**src/rtl/dpll_pkg.sv**
```systemverilog
package dpll_pkg;
  typedef enum logic [1:0] {
    ADJ_NONE = 2'd0,
    ADJ_ADV  = 2'd1,
    ADJ_RET  = 2'd2
  } adj_e;

  typedef struct packed {
    logic hold;
    logic skip;
  } phaseCtl_t;
endpackage

```
**src/rtl/dpll_datapath.sv**
```systemverilog
module dpll_datapath
  import dpll_pkg::*;
#(
  parameter int BIT_CYCLES = 40,
  parameter int PW = 6
) (
  input  logic          clk,
  input  logic          rstN,
  input  logic          rxLine,
  input  phaseCtl_t     ctl,
  output logic [PW-1:0] phase,
  output logic          edgeDet,
  output logic          rxStrobe,
  output logic          rxData
);
  localparam logic [PW-1:0] LAST_P = PW'(BIT_CYCLES - 1);
  localparam logic [PW-1:0] MID_P  = PW'(BIT_CYCLES / 2);
  localparam int GW = $clog2(BIT_CYCLES + 4);

  logic rxQ, rxD, rxDataR;

  assign edgeDet  = rxQ ^ rxD;
  assign rxStrobe = (phase == MID_P);
  assign rxData   = rxDataR;

  always_ff @(posedge clk or negedge rstN) begin
    if (!rstN) begin
      rxQ     <= 1'b0;
      rxD     <= 1'b0;
      rxDataR <= 1'b0;
      phase   <= '0;
    end else begin
      rxQ <= rxLine;
      rxD <= rxQ;
      if (rxStrobe) rxDataR <= rxQ;
      if (ctl.hold)                        phase <= phase;
      else if (ctl.skip || phase == LAST_P) phase <= '0;
      else                                 phase <= phase + 1'b1;
    end
  end

  // Strobe spacing monitor
  logic [GW-1:0] gapCnt;
  logic          seenStrobe;
  always_ff @(posedge clk or negedge rstN) begin
    if (!rstN) begin
      gapCnt     <= '0;
      seenStrobe <= 1'b0;
    end else if (rxStrobe) begin
      gapCnt     <= '0;
      seenStrobe <= 1'b1;
    end else if (gapCnt != '1) begin
      gapCnt <= gapCnt + 1'b1;
    end
  end

  p_phase_range_r2: assert property (@(posedge clk) disable iff (!rstN)
    phase <= LAST_P);

  p_one_stretch_r3: assert property (@(posedge clk) disable iff (!rstN)
    (phase == LAST_P && $past(phase) == LAST_P) |-> $past(phase, 2) != LAST_P);

  p_strobe_gap_r9: assert property (@(posedge clk) disable iff (!rstN)
    (rxStrobe && seenStrobe) |-> (int'(gapCnt) >= BIT_CYCLES - 2 && int'(gapCnt) <= BIT_CYCLES));
endmodule

```
**src/rtl/dpll_control.sv**
```systemverilog
module dpll_control
  import dpll_pkg::*;
#(
  parameter int BIT_CYCLES = 40,
  parameter int PW = 6,
  parameter int COMP_STEP = 2,
  parameter int TOL = 2,
  parameter int HIT_N = 16,
  parameter int MISS_N = 8,
  parameter int TX_LAG = 2
) (
  input  logic          clk,
  input  logic          rstN,
  input  logic [PW-1:0] phase,
  input  logic          edgeDet,
  input  logic [1:0]    compSel,
  output phaseCtl_t     ctl,
  output logic          txStrobe,
  output logic          locked
);
  localparam logic [PW-1:0] LAST_P = PW'(BIT_CYCLES - 1);
  localparam logic [PW-1:0] MID_P  = PW'(BIT_CYCLES / 2);
  localparam logic [PW-1:0] LO_P   = PW'(TOL);
  localparam logic [PW-1:0] HI_P   = PW'(BIT_CYCLES - 1 - TOL);
  localparam int HW = $clog2(HIT_N + 1);
  localparam int MW = $clog2(MISS_N + 1);
  localparam int BW = $clog2(TX_LAG + 1);

  adj_e          pend;
  logic          firstSeen, firstHit;
  logic [HW-1:0] hitCnt;
  logic [MW-1:0] missCnt;
  logic [BW-1:0] bitsDone;
  logic          bitEnd, edgeHit, seenNow, hitNow, txArmed;
  logic [PW-1:0] compCycles;

  assign ctl.hold = (phase == LAST_P) && (pend == ADJ_RET);
  assign ctl.skip = (phase == LAST_P - 1'b1) && (pend == ADJ_ADV);
  assign bitEnd   = ((phase == LAST_P) && !ctl.hold) || ctl.skip;
  assign edgeHit  = (phase <= LO_P) || (phase >= HI_P);
  assign seenNow  = firstSeen || edgeDet;
  assign hitNow   = firstSeen ? firstHit : edgeHit;
  assign txArmed  = (bitsDone == BW'(TX_LAG));

  always_comb begin
    case (compSel)
      2'b01:   compCycles = PW'(COMP_STEP);
      2'b10:   compCycles = PW'(2 * COMP_STEP);
      2'b11:   compCycles = PW'(4 * COMP_STEP);
      default: compCycles = '0;
    endcase
  end

  assign txStrobe = txArmed && (phase == compCycles) && !ctl.hold;

  always_ff @(posedge clk or negedge rstN) begin
    if (!rstN) begin
      pend <= ADJ_NONE;
    end else if (edgeDet) begin
      if (phase == '0)         pend <= ADJ_NONE;
      else if (phase <= MID_P) pend <= ADJ_RET;
      else                     pend <= ADJ_ADV;
    end else if (ctl.hold || ctl.skip) begin
      pend <= ADJ_NONE;
    end
  end

  always_ff @(posedge clk or negedge rstN) begin
    if (!rstN) begin
      firstSeen <= 1'b0;
      firstHit  <= 1'b0;
      hitCnt    <= '0;
      missCnt   <= '0;
      locked    <= 1'b0;
      bitsDone  <= '0;
    end else if (bitEnd) begin
      firstSeen <= 1'b0;
      if (!txArmed) bitsDone <= bitsDone + 1'b1;
      if (seenNow) begin
        if (hitNow) begin
          missCnt <= '0;
          if (hitCnt != HW'(HIT_N)) hitCnt <= hitCnt + 1'b1;
          if (hitCnt == HW'(HIT_N - 1)) locked <= 1'b1;
        end else begin
          hitCnt <= '0;
          if (missCnt != MW'(MISS_N)) missCnt <= missCnt + 1'b1;
          if (missCnt == MW'(MISS_N - 1)) locked <= 1'b0;
        end
      end
    end else if (edgeDet && !firstSeen) begin
      firstSeen <= 1'b1;
      firstHit  <= edgeHit;
    end
  end

  p_lock_rise_r6: assert property (@(posedge clk) disable iff (!rstN)
    $rose(locked) |-> $past(hitCnt) == HW'(HIT_N - 1));

  p_lock_fall_r7: assert property (@(posedge clk) disable iff (!rstN)
    $fell(locked) |-> $past(missCnt) == MW'(MISS_N - 1));

  p_tx_silent_r5: assert property (@(posedge clk) disable iff (!rstN)
    (phase == '0 && $past(phase) == '0) |-> !txStrobe || $past(txArmed));
endmodule

```
**src/rtl/line_dpll.sv**
```systemverilog
module line_dpll
  import dpll_pkg::*;
#(
  parameter int BIT_CYCLES = 40,
  parameter int COMP_STEP = 2,
  parameter int TOL = 2,
  parameter int HIT_N = 16,
  parameter int MISS_N = 8,
  parameter int TX_LAG = 2
) (
  input  logic       clk,
  input  logic       rstN,
  input  logic       rxLine,
  input  logic [1:0] compSel,
  output logic       rxStrobe,
  output logic       rxData,
  output logic       txStrobe,
  output logic       lineLocked
);
  localparam int PW = $clog2(BIT_CYCLES);

  phaseCtl_t     ctl;
  logic [PW-1:0] phase;
  logic          edgeDet;

  dpll_datapath #(.BIT_CYCLES(BIT_CYCLES), .PW(PW)) u_path (
    .clk(clk), .rstN(rstN), .rxLine(rxLine), .ctl(ctl),
    .phase(phase), .edgeDet(edgeDet), .rxStrobe(rxStrobe), .rxData(rxData)
  );

  dpll_control #(
    .BIT_CYCLES(BIT_CYCLES), .PW(PW), .COMP_STEP(COMP_STEP), .TOL(TOL),
    .HIT_N(HIT_N), .MISS_N(MISS_N), .TX_LAG(TX_LAG)
  ) u_ctrl (
    .clk(clk), .rstN(rstN), .phase(phase), .edgeDet(edgeDet),
    .compSel(compSel), .ctl(ctl), .txStrobe(txStrobe), .locked(lineLocked)
  );
endmodule

```
**config.mk**
```make
export PLATFORM = sky130hd
export DESIGN_NAME = line_dpll
export DESIGN_NICKNAME = d
export VERILOG_FILES = /design/src/rtl/dpll_pkg.sv /design/src/rtl/dpll_datapath.sv /design/src/rtl/dpll_control.sv /design/src/rtl/line_dpll.sv
export SDC_FILE = /design/constraint.sdc
export NUM_CORES = 1
export LEC_CHECK = 0
export BUFFER_PORTS_ARGS = -buffer_cell sky130_fd_sc_hd__buf_2
export CELL_PAD_IN_SITES_DETAIL_PLACEMENT = 1
export CELL_PAD_IN_SITES_GLOBAL_PLACEMENT = 2
export CORE_MARGIN = 2
export CORE_UTILIZATION = 35
export CTS_BUF_LIST = sky130_fd_sc_hd__clkbuf_4
export DETAILED_ROUTE_END_ITERATION = 8
export MAX_ROUTING_LAYER = met4
export PLACE_DENSITY_LB_ADDON = 0.12
export SLEW_MARGIN = 20
export SYNTH_ARGS = -nofsm -noshare
export SYNTH_HDL_FRONTEND = slang
export SYNTH_SLANG_ARGS = --single-unit
export TNS_END_PERCENT = 50
```
**constraint.sdc**
```tcl
create_clock -name clk -period 5.83 [get_ports clk]
set_input_delay 0.583 -clock clk [delete_from_list [all_inputs] [get_ports clk]]
set_output_delay 0.583 -clock clk [all_outputs]
set_load 0.02 [all_outputs]
```
==> impl_metrics.py, run 1 <==
metrics = {
    "status": {
        "status": "finished, final reports clean",
    },
    "floorplan": {
        "start_util": 0.369,
        "core_area_um2": 4090,
        "row_count": 23,
        "dieHeight_um": 69.7,
        "die_x_um": 69.7,
        "ios": 9,
        "dieArea_um2": 4850,
    },
    "global_routing": {
        "overflow": 0,
        "grt_pass1_vias": 1201,
        "met3_usage": 0.0247,
        "gr-usage-met1": 0.225,
        "use_met2": 0.224,
        "grt_max_degree": 26,
        "grt.busiest_layer": "met1",
        "grt_pass1_wl_mm": 5.92,
        "antenna_found_initial": 0,
        "track_usage": 0.157,
    },
    "place": {
        "dp_hpwl_mm": 2.56,
        "gp_congestion": 0.804,
        "portBuffers": 8,
        "place_ws_ps": 3310,
    },
    "worst_setup_path": {
        "ff2ff_path_depth": 7,
        "r2r_end": "u_ctrl.hitCnt[3]$_DFFE_PN0P_",
        "startpoint_type": "register",
        "critPathArrivalTime_ps": 2300,
        "reg2reg_from": "u_path.phase[0]$_DFFE_PN0N_",
        "cp_max_fo": 7,
        "worst-setup-path-type": "register to primary output",
        "path_cells": "inv_1 > or4b_2 > a21oi_1 > a21oi_1 > nor4_1 > buf_2",
        "cp.required_ps": 5250,
        "end_kind": "primary output",
        "crit_path_top_delay_cell": "or4b_2",
        "slowest_delay_ps": 680,
        "reg2reg_slack_ps": 3380,
        "cpMostUsedCell": "a21oi_1",
    },
    "synthesis": {
        "synth_cell_types": 39,
        "syn-cell-area_um2": 1510,
        "ys.flop_type": "dfrtp_1",
        "syn_nets": 180,
        "synth_edf_count": 0,
        "netlist_top_cells_area": "dfrtp_1, ha_1, o21ai_0, a21oi_1, inv_1",
        "synth_area_leader_cell": "dfrtp_1",
        "post-synth-top-count-cell": "dfrtp_1",
        "ys_seq_area_frac": 0.415,
        "synth_top_cell_area_share": 0.415,
        "synth_async_sr_flop_share": 1.00,
        "synth_cells": 164,
        "avgSynthCellArea_um2": 9.20,
        "synth_common_cells": "dfrtp_1, o21ai_0, inv_1",
        "yosys_warnings": 0,
        "ys_seq_elements": 25,
    },
    "sta": {
        "setup_ws_ps": 2950,
        "relSlewSlack": 0.572,
        "finClkSkew_ps": 2.90,
        "final_max_slew_viol_count": 0,
        "hold_viol_final": 0,
        "tightestPinTransition_ps": 634,
        "fmax_mhz": 347,
        "setup_viol": 0,
        "tns_ps": 0,
        "period_share": 0.494,
        "fin_hold_ws_ps": 252,
        "rsz0062_at_grt": "no",
        "fin_crit_ps": 2880,
    },
    "clock_tree": {
        "clk_pin_slew_ps": 140,
        "h-tree-depth": 1,
        "clk_root_buffer_cell": "clkbuf_4",
        "cts_made_buffers": 3,
        "cts_sinks": 25,
        "cts_tree": "done",
        "postCtsHoldBufs": 0,
        "postCtsSetupBuffers": 0,
        "clock_path_buffers": 2,
        "clk_latency_ps": 320,
        "cts_resized": 0,
    },
    "routing": {
        "drt_iter0_drc": 29,
        "viasPerCell": 5.47,
        "ant_nets": 0,
        "drc": 0,
        "firstDrtPassIters": 2,
        "wl_per_cell_um": 15.4,
        "via_count": 1197,
        "drt_wl_total_mm": 3.38,
    },
    "power_and_ir_drop": {
        "p_sw_mw": 0.206,
        "seqPwrFrac": 0.511,
        "combPwrFrac": 0.325,
        "power_mw": 0.515,
        "ir_worst_vdd_v": 0.000142,
        "clock_power_share": 0.164,
        "switching_share": 0.401,
        "powerDensity_nw_per_um2": 321,
        "p_leak_nw": 0.704,
        "internal-power_mw": 0.308,
    },
    "cells_and_area": {
        "nNetsFinal": 186,
        "nFillCells": 500,
        "antenna_cells": 0,
        "drive_gt1_frac": 0.101,
        "synthToLayoutAreaGrowth_pct": 6.38,
    },
    "run": {
        "drv_cap": 0,
    },
    "min_path": {
        "hp-class": "input port to async pin",
    },
}
==> routing by layer <==
| layer | up-vias | routed length, um | part of all wire |
|---|---|---|---|
| li1 | 588 | - | - |
| met1 | 600 | 1760 | 0.52 |
| met2 | 7 | 1540 | 0.45 |
| met3 | 2 | 58 | 0.017 |
| met4 | 0 | 27 | 0.0080 |
| met5 | - | 0 | 0 |
==> power groups by stage <==
stage | clock [mW] | combinational (mW) | sequential, mW
finish | 0.0847 | 0.167 | 0.263
global placement | 0 | 0.164 | 0.265
global route | 0.0948 | 0.195 | 0.272
detailed placement | 0 | 0.170 | 0.266
floorplan | 0 | 0.155 | 0.232
CTS | 0.0901 | 0.172 | 0.262
==> sequential cells by signal (all words and copies together), names as in the netlist <==
name and flops:
u_ctrl.pend 2, u_ctrl.hitCnt 5, u_ctrl.locked 1, u_ctrl.firstSeen 1
u_path.rxD 1, u_path.rxQ 1, u_ctrl.bitsDone 2, u_path.phase 6
u_ctrl.firstHit 1, u_ctrl.missCnt 4, u_path.rxData 1
==> metrics by stage <==
stage	utilization	std cells	cell area (um^2)
detailed placement	0.385	215	1580
global placement	0.385	215	1580
CTS	0.393	219	1610
finish	0.393	219	1610
floorplan	-	164	1510
global route	0.393	219	1610
==> cell usage in the layout (no fill, tap or decap), drive strengths merged, types with 2 or more instances in the layout <==
cell type	instances
nor3	8
a21o	2
and3	3
nand3	7
nor4	2
o311ai	2
o21ai	15
mux2	3
dfrtp	25
xnor2	4
ha	11
buf	8
o21a	2
nand2	9
inv	14
nor2	7
nand3b	2
nor2b	2
clkbuf	4
a22o	4
a21oi	13
a31oi	2
nand2b	5
==> worst max path at each step <==
| stage | from | endpoint | slack [ps] | cells past startpoint |
|---|---|---|---|---|
| after global routing | u_path.phase[1]$_DFFE_PN0N_ | txStrobe | 2790 | 6 |
| after detailed placement | compSel[1] | txStrobe | 3310 | 6 |
| after floorplan | u_path.phase[1]$_DFFE_PN0N_ | txStrobe | 3170 | 5 |
| after CTS | u_path.phase[1]$_DFFE_PN0N_ | txStrobe | 2930 | 6 |
| after global placement | compSel[1] | txStrobe | 3330 | 6 |
| final | u_path.phase[1]$_DFFE_PN0N_ | txStrobe | 2950 | 6 |
==> critical path, delay by kind of cell (launching register included) <==
family          cells  cell delay [ps]
compound gates      2              220
simple gates        2              880
buf+inv             2              370
flops               1              490
==> cell families after synthesis <==
logic type	share of synthesized area
AOI/OAI and AO/OA	0.188
xor gates and xnor gates	0.0232
adders and majority gates	0.0912
buffers and inverters	0.0589
DFF	0.415
muxes	0.0290
and+or+nand+nor	0.195
==> cell type report <==
type | count | area, um^2 | share of cell area
clock buffers | 4 | 30.0 | 0.0187
inverters | 14 | 52.6 | 0.0327
multi-input cells | 118 | 795 | 0.495
flip-flops and latches | 25 | 626 | 0.390
well taps | 50 | 62.6 | 0.0390
repair buffers | 8 | 40.0 | 0.0249
Power figures use the tool's default switching activity.
==> inputs of run 2 (changes only) <==
==> constraint.sdc (replaced) <==
create_clock -name clk -period 2.6 [get_ports clk]
set_input_delay 0.26 -clock clk [delete_from_list [all_inputs] [get_ports clk]]
set_output_delay 0.26 -clock clk [all_outputs]
set_load 0.02 [all_outputs]
==> run 2 against run 1 <==
Hold slack got worse by 220 ps. First-iteration DRC count grew to 2.5 times the previous value. Setup slack worse by 2700 ps. Combinational power grew to 2.6 times the previous value. Largest power group unchanged.
==> impl_metrics.py, run 2 (synthesis gave the netlist of run 1 again) <==
metrics = {
    "status": {
        "status": "finished, final reports clean",
    },
    "sta": {
        "setup_viol": 0,
        "hold_viol_final": 0,
        "final_max_slew_viol_count": 0,
        "fmax_mhz": 419,
        "tightestPinTransition_ps": 652,
        "relSlewSlack": 0.560,
        "fin_crit_ps": 2390,
        "period_share": 0.917,
        "tns_ps": 0,
        "rsz0062_at_grt": "no",
        "finClkSkew_ps": 7.12,
    },
    "cells_and_area": {
        "largest_reg_flops": 6,
        "layout_commonest_cell": "dfrtp_1",
        "synthToLayoutAreaGrowth_pct": 10.0,
        "antenna_cells": 0,
        "regMostFlops": "u_path.phase",
        "top_regs": "u_path.phase: 6 flops, u_ctrl.hitCnt: 5 flops, u_ctrl.missCnt: 4 flops",
        "most-common-layout-cells": "dfrtp_1, o21ai_0, inv_1",
        "utilization": 0.406,
        "drive_gt1_frac": 0.137,
        "nNetsFinal": 192,
    },
    "global_routing": {
        "overflow": 0,
        "grt_max_degree": 26,
        "track_usage": 0.166,
        "grt_pass1_vias": 1265,
        "antenna_found_initial": 0,
        "grt_pass1_wl_mm": 6.33,
    },
    "worst_setup_path": {
        "path_cells": "inv_1 > or4b_2 > a21oi_1 > a21oi_1 > nor4_2 > buf_2",
        "ff2ff_path_depth": 7,
        "worst-setup-path-type": "register to primary output",
        "cp.required_ps": 2340,
        "reg2reg_from": "u_path.phase[0]$_DFFE_PN0N_",
        "reg2reg_slack_ps": 230,
        "slowest_delay_ps": 670,
        "crit_path_top_delay_cell": "or4b_2",
        "cp_max_fo": 7,
        "r2r_end": "u_ctrl.hitCnt[3]$_DFFE_PN0P_",
        "end_kind": "primary output",
        "startpoint_type": "register",
        "critPathArrivalTime_ps": 2130,
        "cpMostUsedCell": "a21oi_1",
    },
    "power_and_ir_drop": {
        "clock_power_share": 0.161,
        "seqPwrFrac": 0.479,
        "p_sw_mw": 0.479,
        "p_leak_nw": 0.731,
        "internal-power_mw": 0.717,
        "powerDensity_nw_per_um2": 721,
        "combPwrFrac": 0.360,
        "ir_worst_vdd_v": 0.000258,
        "power_mw": 1.20,
        "switching_share": 0.401,
    },
    "floorplan": {
        "dieArea_um2": 4850,
        "dieHeight_um": 69.7,
        "die_x_um": 69.7,
        "start_util": 0.369,
        "row_count": 23,
        "core_area_um2": 4090,
        "ios": 9,
    },
    "clock_tree": {
        "clock_path_buffers": 2,
        "cts_sinks": 25,
        "clk_pin_slew_ps": 140,
        "clk_root_buffer_cell": "clkbuf_4",
        "h-tree-depth": 1,
        "clk_latency_ps": 330,
        "cts_tree": "done",
        "cts_made_buffers": 3,
    },
    "place": {
        "dp_hpwl_mm": 2.75,
        "portBuffers": 8,
        "gp_congestion": 0.889,
    },
    "routing": {
        "wl_per_cell_um": 15.9,
        "viasPerCell": 5.44,
        "drt_iter0_drc": 73,
        "firstDrtPassIters": 4,
        "drc": 0,
        "drt_wl_total_mm": 3.57,
        "ant_nets": 0,
        "via_count": 1223,
    },
    "min_path": {
        "holdPathStages": 1,
        "whs_endpoint": "u_path.rxQ$_DFF_PN0_",
        "worstHoldStart": "rxLine",
        "hp-class": "input port to register",
    },
    "run": {
        "drv_cap": 0,
    },
}
run 2: cell types whose count changed in the layout (fill, tap and decap cells not counted), sizes merged:
cell / change
buf: +5
dlygate4sd3: +1
run 2: area by class of cell:
type                       count  area [um^2]
fill                         496         2430
multi-input combinational    118          801
sequential                    25          627
timing repair buffer          14         87.6
tap                           50         62.6
inverter                      14         52.6
clock buffer                   4         30.0
run 2: per-stage QoR:
step	instance area, um^2	worst slack (ps)	hold WS [ps]	instances
after detailed placement	1610	275	303	219
after floorplan	1510	268	-35.6	164
after global placement	1610	358	300	219
after CTS	1650	64.3	14.8	224
final	1660	215	31.0	225
after global routing	1660	24.2	6.74	225
run 2: timing repair:
item                                    CTS  global route
setup buffers                             0             1
resized for setup                         1             1
hold buffers                              1             0
endpoints found under the hold margin    25             0
endpoints found under the setup margin    1             1
run 2: layer usage:
layer,up-vias,wire length (um),GRT usage
met4,0,35,0.0385
met2,15,1650,0.247
met3,5,90,0.0320
li1,601,-,-
met1,602,1800,0.236
met5,-,0,-
run 2: power groups by stage:
stage               Sequential [mW]  Clock [mW]  Combinational (mW)
CTS                           0.585       0.203               0.414
finish                        0.573       0.193               0.431
detailed placement            0.592           0               0.410
floorplan                     0.519           0               0.347
global route                  0.589       0.217               0.501
global placement              0.583           0               0.399
run 2: worst max-delay path, delay by kind of cell, from the launching register on:
family / cells / cell delay, ps
and+or+nand+nor: 2 / 860
buffers and inverters: 2 / 300
AOI/OAI and AO/OA: 2 / 250
DFF: 1 / 380
run 2: worst max-delay path by stage:
stage | from | end
floorplan | u_path.phase[1]$_DFFE_PN0N_ | txStrobe
global placement | u_path.phase[0]$_DFFE_PN0N_ | u_ctrl.hitCnt[3]$_DFFE_PN0P_
detailed placement | u_path.phase[0]$_DFFE_PN0N_ | u_ctrl.hitCnt[3]$_DFFE_PN0P_
CTS | u_path.phase[1]$_DFFE_PN0N_ | txStrobe
global route | u_path.phase[0]$_DFFE_PN0N_ | u_ctrl.hitCnt[0]$_DFFE_PN0P_
finish | u_path.phase[1]$_DFFE_PN0N_ | txStrobe
==> inputs of run 3 (changes only) <==
--- a/config.mk
+++ b/config.mk
@@ -9,8 +9,8 @@
 export CELL_PAD_IN_SITES_DETAIL_PLACEMENT = 1
 export CELL_PAD_IN_SITES_GLOBAL_PLACEMENT = 2
 export CORE_MARGIN = 2
-export CORE_UTILIZATION = 35
-export CTS_BUF_LIST = sky130_fd_sc_hd__clkbuf_4
+export CORE_UTILIZATION = 34
+export CTS_BUF_LIST = sky130_fd_sc_hd__clkbuf_16
 export DETAILED_ROUTE_END_ITERATION = 8
 export MAX_ROUTING_LAYER = met4
 export PLACE_DENSITY_LB_ADDON = 0.12
==> run 3 against run 2 <==
The run now ends with hold timing left. Sequential power is 1% higher. Combinational power is 6.7% lower. Sequential share of layout area is 0.59 points lower. Maximum frequency is 1.3% lower. Design area is 1.6% higher. Clock skew is 3.2 ps lower. Wire length is 3.5% lower. Die area is 2.8% higher. First-iteration DRC count is 30% lower. Clock power is 79% higher. Cell count is 0.44% lower.
==> impl_metrics.py, run 3 (synthesis gave the netlist of run 1 again) <==
metrics = {
    "sta": {
        "fin_crit_ps": 2420,
        "finClkSkew_ps": 3.96,
        "relSlewSlack": 0.584,
        "hold_viol_final": 18,
        "rsz0062_at_grt": "no",
        "fin_hold_ws_ps": -6.32,
        "tns_ps": 0,
        "setup_viol": 0,
        "final_max_slew_viol_count": 0,
        "period_share": 0.930,
        "tightestPinTransition_ps": 616,
        "fmax_mhz": 414,
    },
    "status": {
        "status": "complete, but fails checks",
        "violations": "hold timing",
    },
    "cells_and_area": {
        "largest_reg_flops": 6,
        "utilization": 0.390,
        "regMostFlops": "u_path.phase",
        "synthToLayoutAreaGrowth_pct": 11.8,
        "antenna_cells": 0,
        "layout_commonest_cell": "dfrtp_1",
        "top_regs": "u_path.phase: 6 flops, u_ctrl.hitCnt: 5 flops, u_ctrl.missCnt: 4 flops",
        "nNetsFinal": 189,
        "most-common-layout-cells": "dfrtp_1, o21ai_0, inv_1",
        "drive_gt1_frac": 0.128,
    },
    "floorplan": {
        "start_util": 0.349,
        "dieHeight_um": 70.6,
        "ios": 9,
        "die_x_um": 70.6,
        "row_count": 24,
        "core_area_um2": 4320,
        "dieArea_um2": 4990,
    },
    "routing": {
        "drt_iter0_drc": 51,
        "drt_wl_total_mm": 3.45,
        "ant_nets": 0,
        "wl_per_cell_um": 15.4,
        "via_count": 1213,
        "viasPerCell": 5.42,
        "firstDrtPassIters": 4,
        "drc": 0,
    },
    "global_routing": {
        "overflow": 0,
        "track_usage": 0.160,
        "antenna_found_initial": 0,
        "grt_pass1_vias": 1293,
        "grt_max_degree": 26,
        "grt_pass1_wl_mm": 6.23,
    },
    "clock_tree": {
        "cts_made_buffers": 3,
        "postCtsHoldBufs": 0,
        "postCtsSetupBuffers": 0,
        "cts_sinks": 25,
        "clk_root_buffer_cell": "clkbuf_16",
        "clk_latency_ps": 260,
        "clock_path_buffers": 2,
        "cts_resized": 0,
        "cts_tree": "done",
        "h-tree-depth": 1,
        "clk_pin_slew_ps": 70,
    },
    "run": {
        "drv_cap": 0,
    },
    "power_and_ir_drop": {
        "p_leak_nw": 0.740,
        "powerDensity_nw_per_um2": 787,
        "ir_worst_vdd_v": 0.000325,
    },
    "worst_setup_path": {
        "r2r_end": "u_ctrl.hitCnt[3]$_DFFE_PN0P_",
        "end_kind": "primary output",
        "endpoint": "txStrobe",
        "reg2reg_slack_ps": 290,
        "cp_max_fo": 7,
        "critPathArrivalTime_ps": 2160,
        "reg2reg_from": "u_path.phase[0]$_DFFE_PN0N_",
        "startpoint": "u_path.phase[1]$_DFFE_PN0N_",
        "cp.required_ps": 2340,
        "ff2ff_path_depth": 7,
        "worst-setup-path-type": "register to primary output",
        "startpoint_type": "register",
    },
    "min_path": {
        "hp-class": "input port to async pin",
    },
    "place": {
        "portBuffers": 8,
        "gp_congestion": 0.836,
        "dp_hpwl_mm": 2.65,
    },
}
==> run 3: changes by cell type in the layout (fill, tap and decap cells not counted), sizes merged <==
cell,delta
buf,-2
dlygate4sd3,-1
clkinv,+1
clkbuf,-1
==> run 3: through the flow <==
step	power [mW]	cell area [um^2]	setup slack (ps)	std cells	hold WS (ps)
4_1_cts	1.34	1680	77.0	224	19.4
2_1_floorplan	0.866	1510	268	164	-35.6
3_5_place_dp	0.994	1600	259	220	305
5_1_grt	1.44	1690	50.3	224	36.1
6_report	1.33	1690	183	224	-6.32
3_3_place_gp	0.976	1600	337	220	297
==> run 3: worst min path at each step <==
stage	start	endpoint	slack (ps)	depth (start not counted)
floorplan	rstN	u_ctrl.bitsDone[0]$_DFFE_PN0P_	-40	0
global placement	rstN	u_path.phase[1]$_DFFE_PN0N_	300	1
detailed placement	rstN	u_path.phase[1]$_DFFE_PN0N_	300	1
CTS	rstN	u_path.phase[3]$_DFFE_PN0N_	20	1
global route	rstN	u_ctrl.missCnt[1]$_DFFE_PN0P_	40	1
finish	rstN	u_path.phase[3]$_DFFE_PN0N_	-6	1
==> run 3: per-layer routing <==
metal | part of all wire | GRT usage | routed length (um)
met1 | 0.49 | 0.219 | 1700
met2 | 0.46 | 0.240 | 1600
met3 | 0.037 | 0.0370 | 126
met4 | 0.0064 | 0.0419 | 22
met5 | 0 | - | 0
==> run 3: worst max-delay path, cell delays in order (launching register included) <==
cell and delay, ps:
dfrtp_2 430, inv_1 140, or4b_2 680, a21oi_1 160, a21oi_1 60, nor4_1 220
buf_2 210
==> run 3: power breakdown <==
group,internal [mW],leakage [nW],switching [mW]
clock network,0.207,0.0409,0.138
registers,0.462,0.317,0.119
logic,0.172,0.382,0.230
total,0.841,0.740,0.487
==> run 3: layout make-up <==
type                       instances  area, um^2
sequential                        25         627
multi-input combinational        118         800
timing repair buffer              11        62.6
clock inverter                     1        5.00
tap                               52        65.1
fill                             518        2640
inverter                          14        52.6
clock buffer                       3        75.1
